## config.mk

```make
export PLATFORM = sky130hd
export DESIGN_NAME = pin_irq_flagger
export DESIGN_NICKNAME = d
export VERILOG_FILES = /design/src/rtl/pin_irq_pkg.sv /design/src/rtl/pin_irq_regs.sv /design/src/rtl/pin_irq_core.sv /design/src/rtl/pin_irq_flagger.sv
export SDC_FILE = /design/constraint.sdc
export NUM_CORES = 1
export LEC_CHECK = 0
export BUFFER_PORTS_ARGS = -buffer_cell sky130_fd_sc_hd__buf_2
export CORE_ASPECT_RATIO = 1.1
export CORE_MARGIN = 3
export CORE_UTILIZATION = 41
export DETAILED_ROUTE_END_ITERATION = 6
export PLACE_DENSITY_LB_ADDON = 0.05
export SLEW_MARGIN = 5
export SYNTH_ARGS = -nofsm -noshare
export SYNTH_HDL_FRONTEND = slang
export SYNTH_HIERARCHICAL = 1
export SYNTH_SLANG_ARGS = --single-unit
```

## constraint.sdc

```tcl
create_clock -name clk -period 1.5 [get_ports clk]
set_input_delay 0.225 -clock clk [delete_from_list [all_inputs] [get_ports clk]]
set_output_delay 0.225 -clock clk [all_outputs]
set_load 0.01 [all_outputs]
```

## src/rtl/pin_irq_pkg.sv

```systemverilog
package pin_irq_pkg;
  localparam int unsigned IRQ_CH = 3;
  localparam int unsigned ADDR_W = 4;
  localparam int unsigned WORD_LSB = 2;

  typedef enum logic [1:0] {
    REG_FLAG = 2'd0,
    REG_WAKE = 2'd1,
    REG_MODE = 2'd2,
    REG_POL  = 2'd3
  } regSel_e;

  typedef struct packed {
    logic [IRQ_CH-1:0] clrMask;
    logic [IRQ_CH-1:0] edgeMode;
    logic [IRQ_CH-1:0] activeHigh;
  } ctrlStrobe_t;
endpackage

```

## src/rtl/pin_irq_regs.sv

```systemverilog
module pin_irq_regs
  import pin_irq_pkg::*;
#(
  parameter int unsigned DATA_W = 32
) (
  input  logic                  clk,
  input  logic                  rstN,
  input  logic                  busSel,
  input  logic                  busWrite,
  input  logic [ADDR_W-1:0]     busAddr,
  input  logic [DATA_W-1:0]     busWdata,
  input  logic [IRQ_CH-1:0]     flagVal,
  output logic [DATA_W-1:0]     busRdata,
  output logic [IRQ_CH-1:0]     wakeEn,
  output ctrlStrobe_t           strobe
);
  regSel_e regIdx;
  logic wrEn;
  logic rdEn;
  logic [IRQ_CH-1:0] modeQ;
  logic [IRQ_CH-1:0] polQ;
  logic [IRQ_CH-1:0] wakeQ;
  logic unusedBits;

  assign regIdx = regSel_e'(busAddr[WORD_LSB +: 2]);
  assign wrEn = busSel & busWrite;
  assign rdEn = busSel & ~busWrite;
  assign unusedBits = ^{busWdata[DATA_W-1:IRQ_CH], busAddr[WORD_LSB-1:0]};

  always_ff @(posedge clk or negedge rstN) begin
    if (!rstN) begin
      modeQ <= '0;
      polQ  <= '0;
      wakeQ <= '0;
    end else if (wrEn) begin
      case (regIdx)
        REG_WAKE: wakeQ <= busWdata[IRQ_CH-1:0];
        REG_MODE: modeQ <= busWdata[IRQ_CH-1:0];
        REG_POL:  polQ  <= busWdata[IRQ_CH-1:0];
        default:  ;
      endcase
    end
  end

  always_comb begin
    strobe.clrMask    = (wrEn && regIdx == REG_FLAG) ? busWdata[IRQ_CH-1:0] : '0;
    strobe.edgeMode   = modeQ;
    strobe.activeHigh = polQ;
  end

  always_comb begin
    busRdata = '0;
    if (rdEn) begin
      case (regIdx)
        REG_FLAG: busRdata[IRQ_CH-1:0] = flagVal;
        REG_WAKE: busRdata[IRQ_CH-1:0] = wakeQ;
        REG_MODE: busRdata[IRQ_CH-1:0] = modeQ;
        REG_POL:  busRdata[IRQ_CH-1:0] = polQ;
        default:  busRdata = '0;
      endcase
    end
  end

  assign wakeEn = wakeQ;
endmodule

```

## src/rtl/pin_irq_core.sv

```systemverilog
module pin_irq_core
  import pin_irq_pkg::*;
#(
  parameter int unsigned SYNC_STAGES = 2
) (
  input  logic              clk,
  input  logic              rstN,
  input  logic [IRQ_CH-1:0] pinIn,
  input  ctrlStrobe_t       strobe,
  output logic [IRQ_CH-1:0] flagVal
);
  for (genvar ch = 0; ch < IRQ_CH; ch++) begin : gCh
    logic [SYNC_STAGES-1:0] shReg;
    logic syncQ;
    logic prevQ;
    logic flagBit;
    logic riseDet;
    logic fallDet;
    logic atActive;
    logic eventHit;
    logic clrOk;

    assign syncQ    = shReg[SYNC_STAGES-1];
    assign riseDet  = syncQ & ~prevQ;
    assign fallDet  = ~syncQ & prevQ;
    assign atActive = (syncQ == strobe.activeHigh[ch]);
    assign eventHit = strobe.edgeMode[ch]
                      ? (strobe.activeHigh[ch] ? riseDet : fallDet)
                      : atActive;
    // level channels refuse a clear while the pin is still active
    assign clrOk    = strobe.clrMask[ch] & (strobe.edgeMode[ch] | ~atActive);

    always_ff @(posedge clk or negedge rstN) begin
      if (!rstN) begin
        shReg   <= '1;
        prevQ   <= 1'b1;
        flagBit <= 1'b0;
      end else begin
        shReg <= {shReg[SYNC_STAGES-2:0], pinIn[ch]};
        prevQ <= syncQ;
        if (eventHit)   flagBit <= 1'b1;
        else if (clrOk) flagBit <= 1'b0;
      end
    end

    assign flagVal[ch] = flagBit;
  end
endmodule

```

## src/rtl/pin_irq_flagger.sv

```systemverilog
module pin_irq_flagger
  import pin_irq_pkg::*;
#(
  parameter int unsigned DATA_W      = 32,
  parameter int unsigned SYNC_STAGES = 2
) (
  input  logic              clk,
  input  logic              rstN,
  input  logic [IRQ_CH-1:0] pinIn,
  input  logic              busSel,
  input  logic              busWrite,
  input  logic [ADDR_W-1:0] busAddr,
  input  logic [DATA_W-1:0] busWdata,
  output logic [DATA_W-1:0] busRdata,
  output logic [IRQ_CH-1:0] irqReq,
  output logic              wakeReq
);
  ctrlStrobe_t strobe;
  logic [IRQ_CH-1:0] flagVal;
  logic [IRQ_CH-1:0] wakeEn;

  pin_irq_regs #(.DATA_W(DATA_W)) uRegs (
    .clk(clk), .rstN(rstN), .busSel(busSel), .busWrite(busWrite),
    .busAddr(busAddr), .busWdata(busWdata), .flagVal(flagVal),
    .busRdata(busRdata), .wakeEn(wakeEn), .strobe(strobe)
  );

  pin_irq_core #(.SYNC_STAGES(SYNC_STAGES)) uCore (
    .clk(clk), .rstN(rstN), .pinIn(pinIn), .strobe(strobe), .flagVal(flagVal)
  );

  assign irqReq  = flagVal;
  assign wakeReq = |(flagVal & wakeEn);
endmodule

```

### After elaboration in Yosys (flattened, before gate mapping)

Cells that the tools add are included.

| storage, ports and cells | value |
|---|---|
| bits in registers | 21 |
| output and inout bits | 36 |
| word-level logic and storage cells | 67 |

| cells by class | value |
|---|---|
| equal/unequal tests | 6 |
| multiplexer cells | 15 |
| bitwise gates (word level) | 25 |
| reduce and logical (&&, ||, !) cells | 9 |

Operators with widths:

| cell | number |
|---|---|
| two-way mux 1 bit | 12 |
| one-hot mux 3 bit (4 select lines) | 1 |
| AND 1 bit | 11 |
| inverter 1 bit | 10 |
| two-way mux 3 bit | 2 |
| AND reduction 2 bit | 3 |
| nonzero test 2 bit | 3 |
| == test 2 bit, second input constant | 2 |
| AND 3 bit | 1 |
| == test 1 bit | 3 |
| bitwise OR 1 bit | 3 |
| OR reduction 3 bit | 1 |
| == test 2 x 1 -> 1 bit, second input constant | 1 |
| zero test 2 bit | 1 |
| logical AND 1 bit | 1 |

### Logic depth before layout (Yosys ltp)

Gate-level depths: netlist of the first run.

| depth | value |
|---|---|
| depth after elaboration | 6 |
| depth in mapped cells | 4 |

### By module

The synthesis of the first run kept the hierarchy.

Modules (own cells, without submodules):

| module | instances | cells each | area each (um^2) |
|---|---|---|---|
| pin_irq_regs | 1 | 63 | 711.9 |
| pin_irq_core | 1 | 30 | 435.4 |
| pin_irq_flagger | 1 | 2 | 13.8 |

### Worst setup path after synthesis of the first run

Ideal clock, no wire load.

| path | value |
|---|---|
| path kind | flip-flop to output port |
| start point | register uCore.gCh[0].flagBit |
| end point | output busRdata[0] |
| arrival | 1.120 ns |
| path slack | 0.155 ns |
| cell stages (with the launch flop) | 4 |
| buffers on the path | 1 |
| cells stage by stage | dfrtp_1 > buf_4 > mux4_2 > and3b_1 |

| on the way | value |
|---|---|
| cells in the longest elaborated chain, start to end | 2 |

Ends and longest elaborated chain:

| what | RTL line | RTL |
|---|---|---|
| from (decl) | pin_irq_core.sv:16 | `logic flagBit;` |
| from (signal assigned) | pin_irq_core.sv:37 | `flagBit <= 1'b0;` |
| from (signal assigned) | pin_irq_core.sv:41 | `if (eventHit) flagBit <= 1'b1;` |
| from (signal assigned) | pin_irq_core.sv:42 | `else if (clrOk) flagBit <= 1'b0;` |
| one-hot mux 3 bit (4 select lines) | pin_irq_regs.sv:54 | `case (regIdx)` |
| two-way mux 3 bit | pin_irq_regs.sv:53 | `if (rdEn) begin` |
| to (decl) | pin_irq_flagger.sv:14 | `output logic [DATA_W-1:0] busRdata,` |

No other way between the ends.

### Worst setup path after layout of the first run

| path | value |
|---|---|
| start point | register uRegs.polQ[1] |
| end point | output busRdata[1] |

| on the way | value |
|---|---|
| cells in the longest elaborated chain, start to end | 2 |

Ends and longest elaborated chain:

| what | RTL line | RTL |
|---|---|---|
| from (decl) | pin_irq_regs.sv:21 | `logic [IRQ_CH-1:0] polQ;` |
| from (signal assigned) | pin_irq_regs.sv:39 | `REG_POL: polQ <= busWdata[IRQ_CH-1:0];` |
| one-hot mux 3 bit (4 select lines) | pin_irq_regs.sv:54 |  |
| two-way mux 3 bit | pin_irq_regs.sv:53 |  |

No other way between the ends.

==> metrics.csv, run 1 <==
stage;metric;value;unit
power_and_ir_drop;Worst VDD drop;0.657;mV
logic_synthesis;cell type with the highest aggregate area in the netlist;dfrtp_1;
routing;WL per Instance;12.0;um
floorplan;Die Span X;56.7;um
sta;Final period util;113;%
clock_network;Root Driver;clkbuf_4;
setup_path;CP Class;reg -> out;
logic_synthesis;EDFF count, synth;0;
logic_synthesis;predominant post-synthesis flop cell;dfrtp_1;
sta;Max Clock Skew;0.000963;ns
routing;1st-pass router iterations;4;
logic_synthesis;flops & latches, synth;21;
routing;Final ANT Viol Nets;0;
grt;global route overflow;0;
setup_path;max incr delay on CP;0.48;ns
sta;min cycle time layout;1.69;ns
sta;unrepaired setup endpoints after global routing;true;
placed_design;GP Congestion;0.740;
power_and_ir_drop;reported net switching power;0.359;mW
clock_network;CTS tree;done;
routing;vias per cell;4.62;
worst_hold_path;Worst Hold Class;in -> reg;
clock_network;Num CTS Buffers;3;
routing;Via Count;735;
logic_synthesis;Mapped Avg Cell Area;12.2;um2
power_and_ir_drop;LEAKAGE;0.618;nW
logic_synthesis;cell with the most instances after synthesis;buf_4;
power_and_ir_drop;Design Power;1.31;mW
logic_synthesis;Synth area leaders;dfrtp_1 (26%), buf_4 (21%), dfstp_2 (20%);
setup_path;crit path launch type;register;
setup_path;Worst R2R Path Depth;4;
setup_path;Worst EP required;1.27;ns
setup_path;worst path bufs/invs;1;
setup_path;Worst setup EP type;output pin;
status;failing checks;negative setup slack;
power_and_ir_drop;clock network power share;20.0;%
logic_synthesis;Yosys cell types;20;
power_and_ir_drop;fraction of power consumed by combinational cells;27.8;%
setup_path;WP depth;3;
grt;Tot GR Track Use;11.3;%
setup_path;Worst Path Arrival;1.47;ns
floorplan;num ports;79;
routing;drt initial violations;10;
logic_synthesis;Mapped Area;0.00116;mm2
placed_design;dpl cell area;0.00115;mm2
logic_synthesis;Syn Inst Count;95;
clock_network;largest buffer count on any clock path;2;
logic_synthesis;Async SR Flop Fraction;100;%
clock_network;clock-pin transition on the worst setup and hold timing paths;0.11;ns
power_and_ir_drop;switch share;27.4;%
floorplan;Die Ht;61.8;um
sta;Slew Viols, Final;0;
grt;vias in the first global route;686;
placed_design;PortBufs;18;
layout;Antenna diodes;0;
floorplan;Core ar.;0.00259;mm2
layout;share of cells above drive strength 1;43.8;%
placed_design;post-DP HPWL;1390;um
floorplan;initial core utilization;44.8;%
logic_synthesis;Ys Warns;6;
worst_hold_path;hold depth;2;
setup_path;Max Fanout on Critical Path;2;
floorplan;num rows;19;
run;max_cap viols;0;
layout;nets@finish;172;
clock_network;Skew-Pair Late Insertion Delay;0.30;ns
clock_network;H-tree depth;1;
floorplan;Die ar.;0.00351;mm2
setup_path;Critical Path, Cell by Cell;mux4_2 -> and3b_1 -> buf_2;
power_and_ir_drop;Int Pwr;0.954;mW
layout;Final Instance Area;0.00131;mm2
sta;fmax;590;MHz
sta;Final Hold Viols;0;
power_and_ir_drop;PD cells;1000;mW/mm2
grt;global-route wire length before repair;2940;um
status;status;complete, but fails checks;
logic_synthesis;share of the synthesized area in the top cell type;25.9;%
logic_synthesis;Seq/Total Area, Yosys;46.2;%
routing;Residual DRC;0;
sta;min setup slack post-route;-0.194;ns
logic_synthesis;Post-synth top cells;buf_4 (32), dfrtp_1 (12), dfstp_2 (9), mux2_2 (9);
routing;Routed WL;1910;um
layout;area grow syn2layout;12.9;%
setup_path;slowest CP cell;mux4_2;
setup_path;CP delay by family, top;multiplexers;
grt;initial antenna violation count;0;
clock_network;Num Clock Sinks;21;
power_and_ir_drop;Seq pwr share;52.2;%
sta;# setup viols final;4;
grt;largest net degree at the start of global routing;22;
[registers in the layout, summed over array words and instances, names as in the netlist]
register	flops
uRegs/wakeEn	3
uCore/gCh.prevQ	3
uRegs/polQ	3
uCore/gCh.shReg	6
uCore/gCh.flagBit	3
uRegs/modeQ	3
[stage by stage]
stage	hold WS [ns]	instances	TNS [ns]	util, %	setup WS [ns]
5_1_grt	0.169	159	-0.960	50.6	-0.261
3_5_place_dp	0.201	140	0	44.5	0.00849
6_report	0.196	159	-0.643	50.6	-0.194
2_1_floorplan	-0.0706	123	0	-	0.155
3_3_place_gp	0.206	140	0	44.5	0.00239
4_1_cts	0.185	156	-0.740	49.7	-0.212
[power by group through the flow]
stage               clock network, mW  registers (mW)  logic, mW
finish                          0.263           0.685      0.365
CTS                             0.282           0.685      0.342
global placement                    0           0.714      0.243
detailed placement                  0           0.715      0.247
floorplan                           0           0.696      0.243
global route                    0.312           0.694      0.399
[final timing paths]
check / from / to / slack, ns
hold / removal: busWdata[0] / uRegs/wakeEn[0] / 0.20
hold reg to reg: uCore/gCh[0].shReg[0] / uCore/gCh[0].shReg[1] / 0.36
setup reg to reg: uRegs/polQ[1] / uCore/gCh[1].flagBit / 0.30
max in group asynchronous: rstN / uCore/gCh[0].prevQ / 0.77
min in group asynchronous: rstN / uRegs/wakeEn[2] / 0.39
setup / recovery: uRegs/polQ[1] / busRdata[1] / -0.19
[placed cells by master, fill, tap and decap left out, drive strengths merged]
master | synthesis | final
buf | 34 | 31
conb | 1 | 29
dfrtp | 12 | 12
dfstp | 9 | 9
mux2 | 9 | 9
dlygate4sd3 | 0 | 4
clkbuf | 0 | 3
a21boi | 3 | 3
nand2b | 3 | 3
nor2 | 3 | 3
nor2b | 3 | 3
a221o | 3 | 3
mux4 | 3 | 3
and3b | 3 | 3
nor4b | 3 | 3
nand4b | 2 | 2
a222oi | 1 | 1
inv | 1 | 1
clkinv | 0 | 1
nand2 | 1 | 1
nand4 | 1 | 1
[kinds of logic (layout without fill, tap and decap cells)]
logic type	Yosys count	count (layout)	synth area share [%]
buffers and inverters	35	40	22.4
flip-flops	21	21	46.2
AND/OR/NAND/NOR	19	19	11.1
multiplexers	12	12	14.5
AO/OA/AOI/OAI	7	7	5.39
other	1	29	0.323
[layer usage]
metal	routed length (um)	vias to the layer above	part of all wire, %	GRT usage [%]
met2	917	43	48	20.3
li1	-	336	-	-
met3	191	4	10	2.89
met1	775	352	41	12.5
met5	0	-	0	0
met4	24	0	1.3	5.96
[timing repair]
action	CTS	global route
gates resized for setup	2	0
setup endpoints to repair	4	4
hold endpoints to repair	15	0
pin swaps	2	1
hold buffers	4	0
buffers inserted	8	3
[area by class of cell]
| class | count | area, um2 |
|---|---|---|
| sequential | 21 | 537 |
| inverter | 1 | 3.75 |
| clock buffer | 3 | 22.5 |
| fill | 244 | 1280 |
| multi-input combinational | 67 | 469 |
| timing repair buffer | 35 | 235 |
| clock inverter | 1 | 5.00 |
| tap | 31 | 38.8 |
Power figures use the tool's default switching activity.
==> run 2, diff against run 1 <==
--- a/config.mk
+++ b/config.mk
@@ -8,7 +8,8 @@
 export BUFFER_PORTS_ARGS = -buffer_cell sky130_fd_sc_hd__buf_2
 export CORE_ASPECT_RATIO = 1.1
 export CORE_MARGIN = 3
-export CORE_UTILIZATION = 41
+export CORE_UTILIZATION = 43
+export CTS_BUF_LIST = sky130_fd_sc_hd__clkbuf_8
 export DETAILED_ROUTE_END_ITERATION = 6
 export PLACE_DENSITY_LB_ADDON = 0.05
 export SLEW_MARGIN = 5
==> run 2 against run 1 <==
The flow still finishes with violations (negative setup slack). Power is 4.6% higher. Highest routed layer unchanged. Via count is 2.2% lower. Sequential power hardly changed. First-iteration DRC count is 20% lower. Final cell count is 2.5% lower.
==> metrics.csv, run 2 (synthesis results as in run 1) <==
stage;metric;value;unit;change
setup_path;Worst setup EP type;output pin;;unchanged
clock_network;CTS tree;done;;unchanged
floorplan;initial core utilization;45.6;%;was 44.8%
routing;Final ANT Viol Nets;0;;unchanged
routing;Via Count;719;;was 735
setup_path;Max Fanout on Critical Path;2;;unchanged
floorplan;num ports;79;;unchanged
floorplan;num rows;19;;unchanged
floorplan;Die Ht;60.5;um;was 61.8 um
power_and_ir_drop;reported net switching power;0.359;mW;about the same
layout;largest reg by FF count;uCore/gCh.shReg;;unchanged
floorplan;Die Span X;55.5;um;was 56.7 um
setup_path;crit path launch type;register;;unchanged
routing;Routed WL;1870;um;was 1910 um
layout;nets@finish;168;;was 172
routing;vias per cell;4.64;;was 4.62
placed_design;post-DP HPWL;1430;um;was 1390 um
sta;unrepaired setup endpoints after global routing;true;;unchanged
power_and_ir_drop;fraction of power consumed by combinational cells;24.6;%;was 27.8%
sta;# setup viols final;4;;unchanged
clock_network;Num Clock Sinks;21;;unchanged
sta;min cycle time layout;1.63;ns;was 1.69 ns
sta;Final period util;109;%;was 113%
sta;Max Clock Skew;0.00343;ns;was 0.000963 ns
grt;met3 track demand over resource;3.83;%;was 2.89%
placed_design;PortBufs;18;;unchanged
layout;area grow syn2layout;11.2;%;was 12.9%
grt;vias in the first global route;683;;was 686
power_and_ir_drop;Int Pwr;1.01;mW;was 0.954 mW
status;failing checks;negative setup slack;;unchanged
layout;share of cells above drive strength 1;43.5;%;was 43.8%
power_and_ir_drop;LEAKAGE;0.609;nW;was 0.618 nW
status;status;complete, but fails checks;;unchanged
power_and_ir_drop;PD cells;1060;mW/mm2;was 1000 mW/mm2
worst_hold_path;hold depth;1;;was 2
setup_path;CP Class;reg -> out;;unchanged
layout;commonest non-fill, non-tap cell in the layout;conb_1;;unchanged
placed_design;post-place setup slack;0.0267;ns;was 0.00849 ns
clock_network;Num CTS Buffers;3;;unchanged
setup_path;FF-to-FF setup slack;0.42;ns;was 0.30 ns
power_and_ir_drop;switch share;26.1;%;was 27.4%
grt;GRT busiest layer;met2;;unchanged
setup_path;Worst EP required;1.27;ns;about the same
grt;global-route wire length before repair;2990;um;was 2940 um
grt;largest net degree at the start of global routing;22;;unchanged
sta;fmax;612;MHz;was 590 MHz
worst_hold_path;Worst Hold Class;in -> reg;;unchanged
sta;Slew Viols, Final;0;;unchanged
grt;global route overflow;0;;unchanged
routing;Residual DRC;0;;unchanged
clock_network;largest buffer count on any clock path;2;;unchanged
sta;min setup slack post-route;-0.134;ns;was -0.194 ns
floorplan;Core ar.;0.00254;mm2;was 0.00259 mm2
floorplan;Die ar.;0.00336;mm2;was 0.00351 mm2
clock_network;clock-pin transition on the worst setup and hold timing paths;0.07;ns;was 0.11 ns
grt;GR Util met1;13.6;%;was 12.5%
power_and_ir_drop;Seq pwr share;50.0;%;was 52.2%
layout;commonest cells after routing, fill and taps aside;conb_1 (29), buf_2 (18), dfrtp_1 (12);;unchanged
routing;WL per Instance;12.1;um;was 12.0 um
setup_path;Worst Path Arrival;1.41;ns;was 1.47 ns
routing;1st-pass router iterations;4;;unchanged
run;max_cap viols;0;;unchanged
clock_network;Skew-Pair Late Insertion Delay;0.25;ns;was 0.30 ns
setup_path;Worst R2R Path Depth;3;;was 4
clock_network;H-tree depth;1;;unchanged
power_and_ir_drop;clock network power share;25.4;%;was 20.0%
grt;Tot GR Track Use;11.8;%;was 11.3%
layout;Antenna diodes;0;;unchanged
routing;drt initial violations;8;;was 10
grt;met2 global-route usage;20.4;%;was 20.3%
layout;max reg flops;6;;unchanged
placed_design;dpl cell area;0.00117;mm2;was 0.00115 mm2
sta;Final Hold Viols;0;;unchanged
clock_network;Root Driver;clkbuf_8;;was clkbuf_4
placed_design;GP Congestion;0.740;;about the same
power_and_ir_drop;Worst VDD drop;0.713;mV;was 0.657 mV
layout;Final Instance Area;0.00129;mm2;was 0.00131 mm2
grt;initial antenna violation count;0;;unchanged
run 2: cell types whose count changed in the layout (fill, tap and decap cells not counted), sizes merged:
cell,before,now
dlygate4sd3,4,1
clkinv,1,0
inv,1,2
buf,31,30
run 2: critical path: stages, from the launching register on:
cell and delay [ns]:
dfrtp_1 0.38, mux4_2 0.47, and3b_1 0.17, buf_2 0.13
run 2: worst paths after layout:
kind | startpoint | endpoint
min in group asynchronous | rstN | uRegs/polQ[2]
min reg2reg | uCore/gCh[0].shReg[0] | uCore/gCh[0].shReg[1]
max reg2reg | uRegs/polQ[1] | uCore/gCh[1].flagBit
min | pinIn[1] | uCore/gCh[1].shReg[0]
max in group asynchronous | rstN | uCore/gCh[0].prevQ
max | uRegs/polQ[0] | busRdata[0]
run 2: cell type report:
cell class	count	area [um2]
repair buffers	31	198
fillers	234	1250
clock inverters	1	3.75
clock buffers	3	41.3
inverters	1	3.75
multi-input cells	67	469
well taps	31	38.8
flip-flops and latches	21	537
run 2: power groups by stage:
stage	logic, mW	clock network (mW)	registers (mW)
finish	0.337	0.349	0.687
global route	0.374	0.386	0.695
CTS	0.332	0.361	0.686
detailed placement	0.251	0	0.717
global placement	0.248	0	0.713
floorplan	0.243	0	0.696
run 2: what timing repair did:
action | in CTS | in global routing
gates resized for setup | 2 | 0
hold buffers | 1 | 0
endpoints found under the hold margin | 12 | 0
buffers inserted | 7 | 1
setup endpoints to repair | 4 | 4
pin swaps | 1 | 0
run 2: stage by stage:
| stage | TNS, ns | hold slack, ns | power [mW] | util (%) | std cells |
|---|---|---|---|---|---|
| finish | -0.418 | 0.0606 | 1.37 | 50.8 | 155 |
| global route | -0.634 | 0.0511 | 1.46 | 50.8 | 155 |
| CTS | -0.463 | 0.0571 | 1.38 | 50.5 | 154 |
| detailed placement | 0 | 0.202 | 0.968 | 45.9 | 142 |
| global placement | 0 | 0.203 | 0.961 | 45.9 | 142 |
| floorplan | 0 | -0.0706 | 0.939 | - | 123 |
run 2: routing by layer:
metal | routed length [um] | vias up
met2 | 943 | 34
met1 | 729 | 350
li1 | - | 331
met3 | 169 | 4
met5 | 0 | -
met4 | 29 | 0
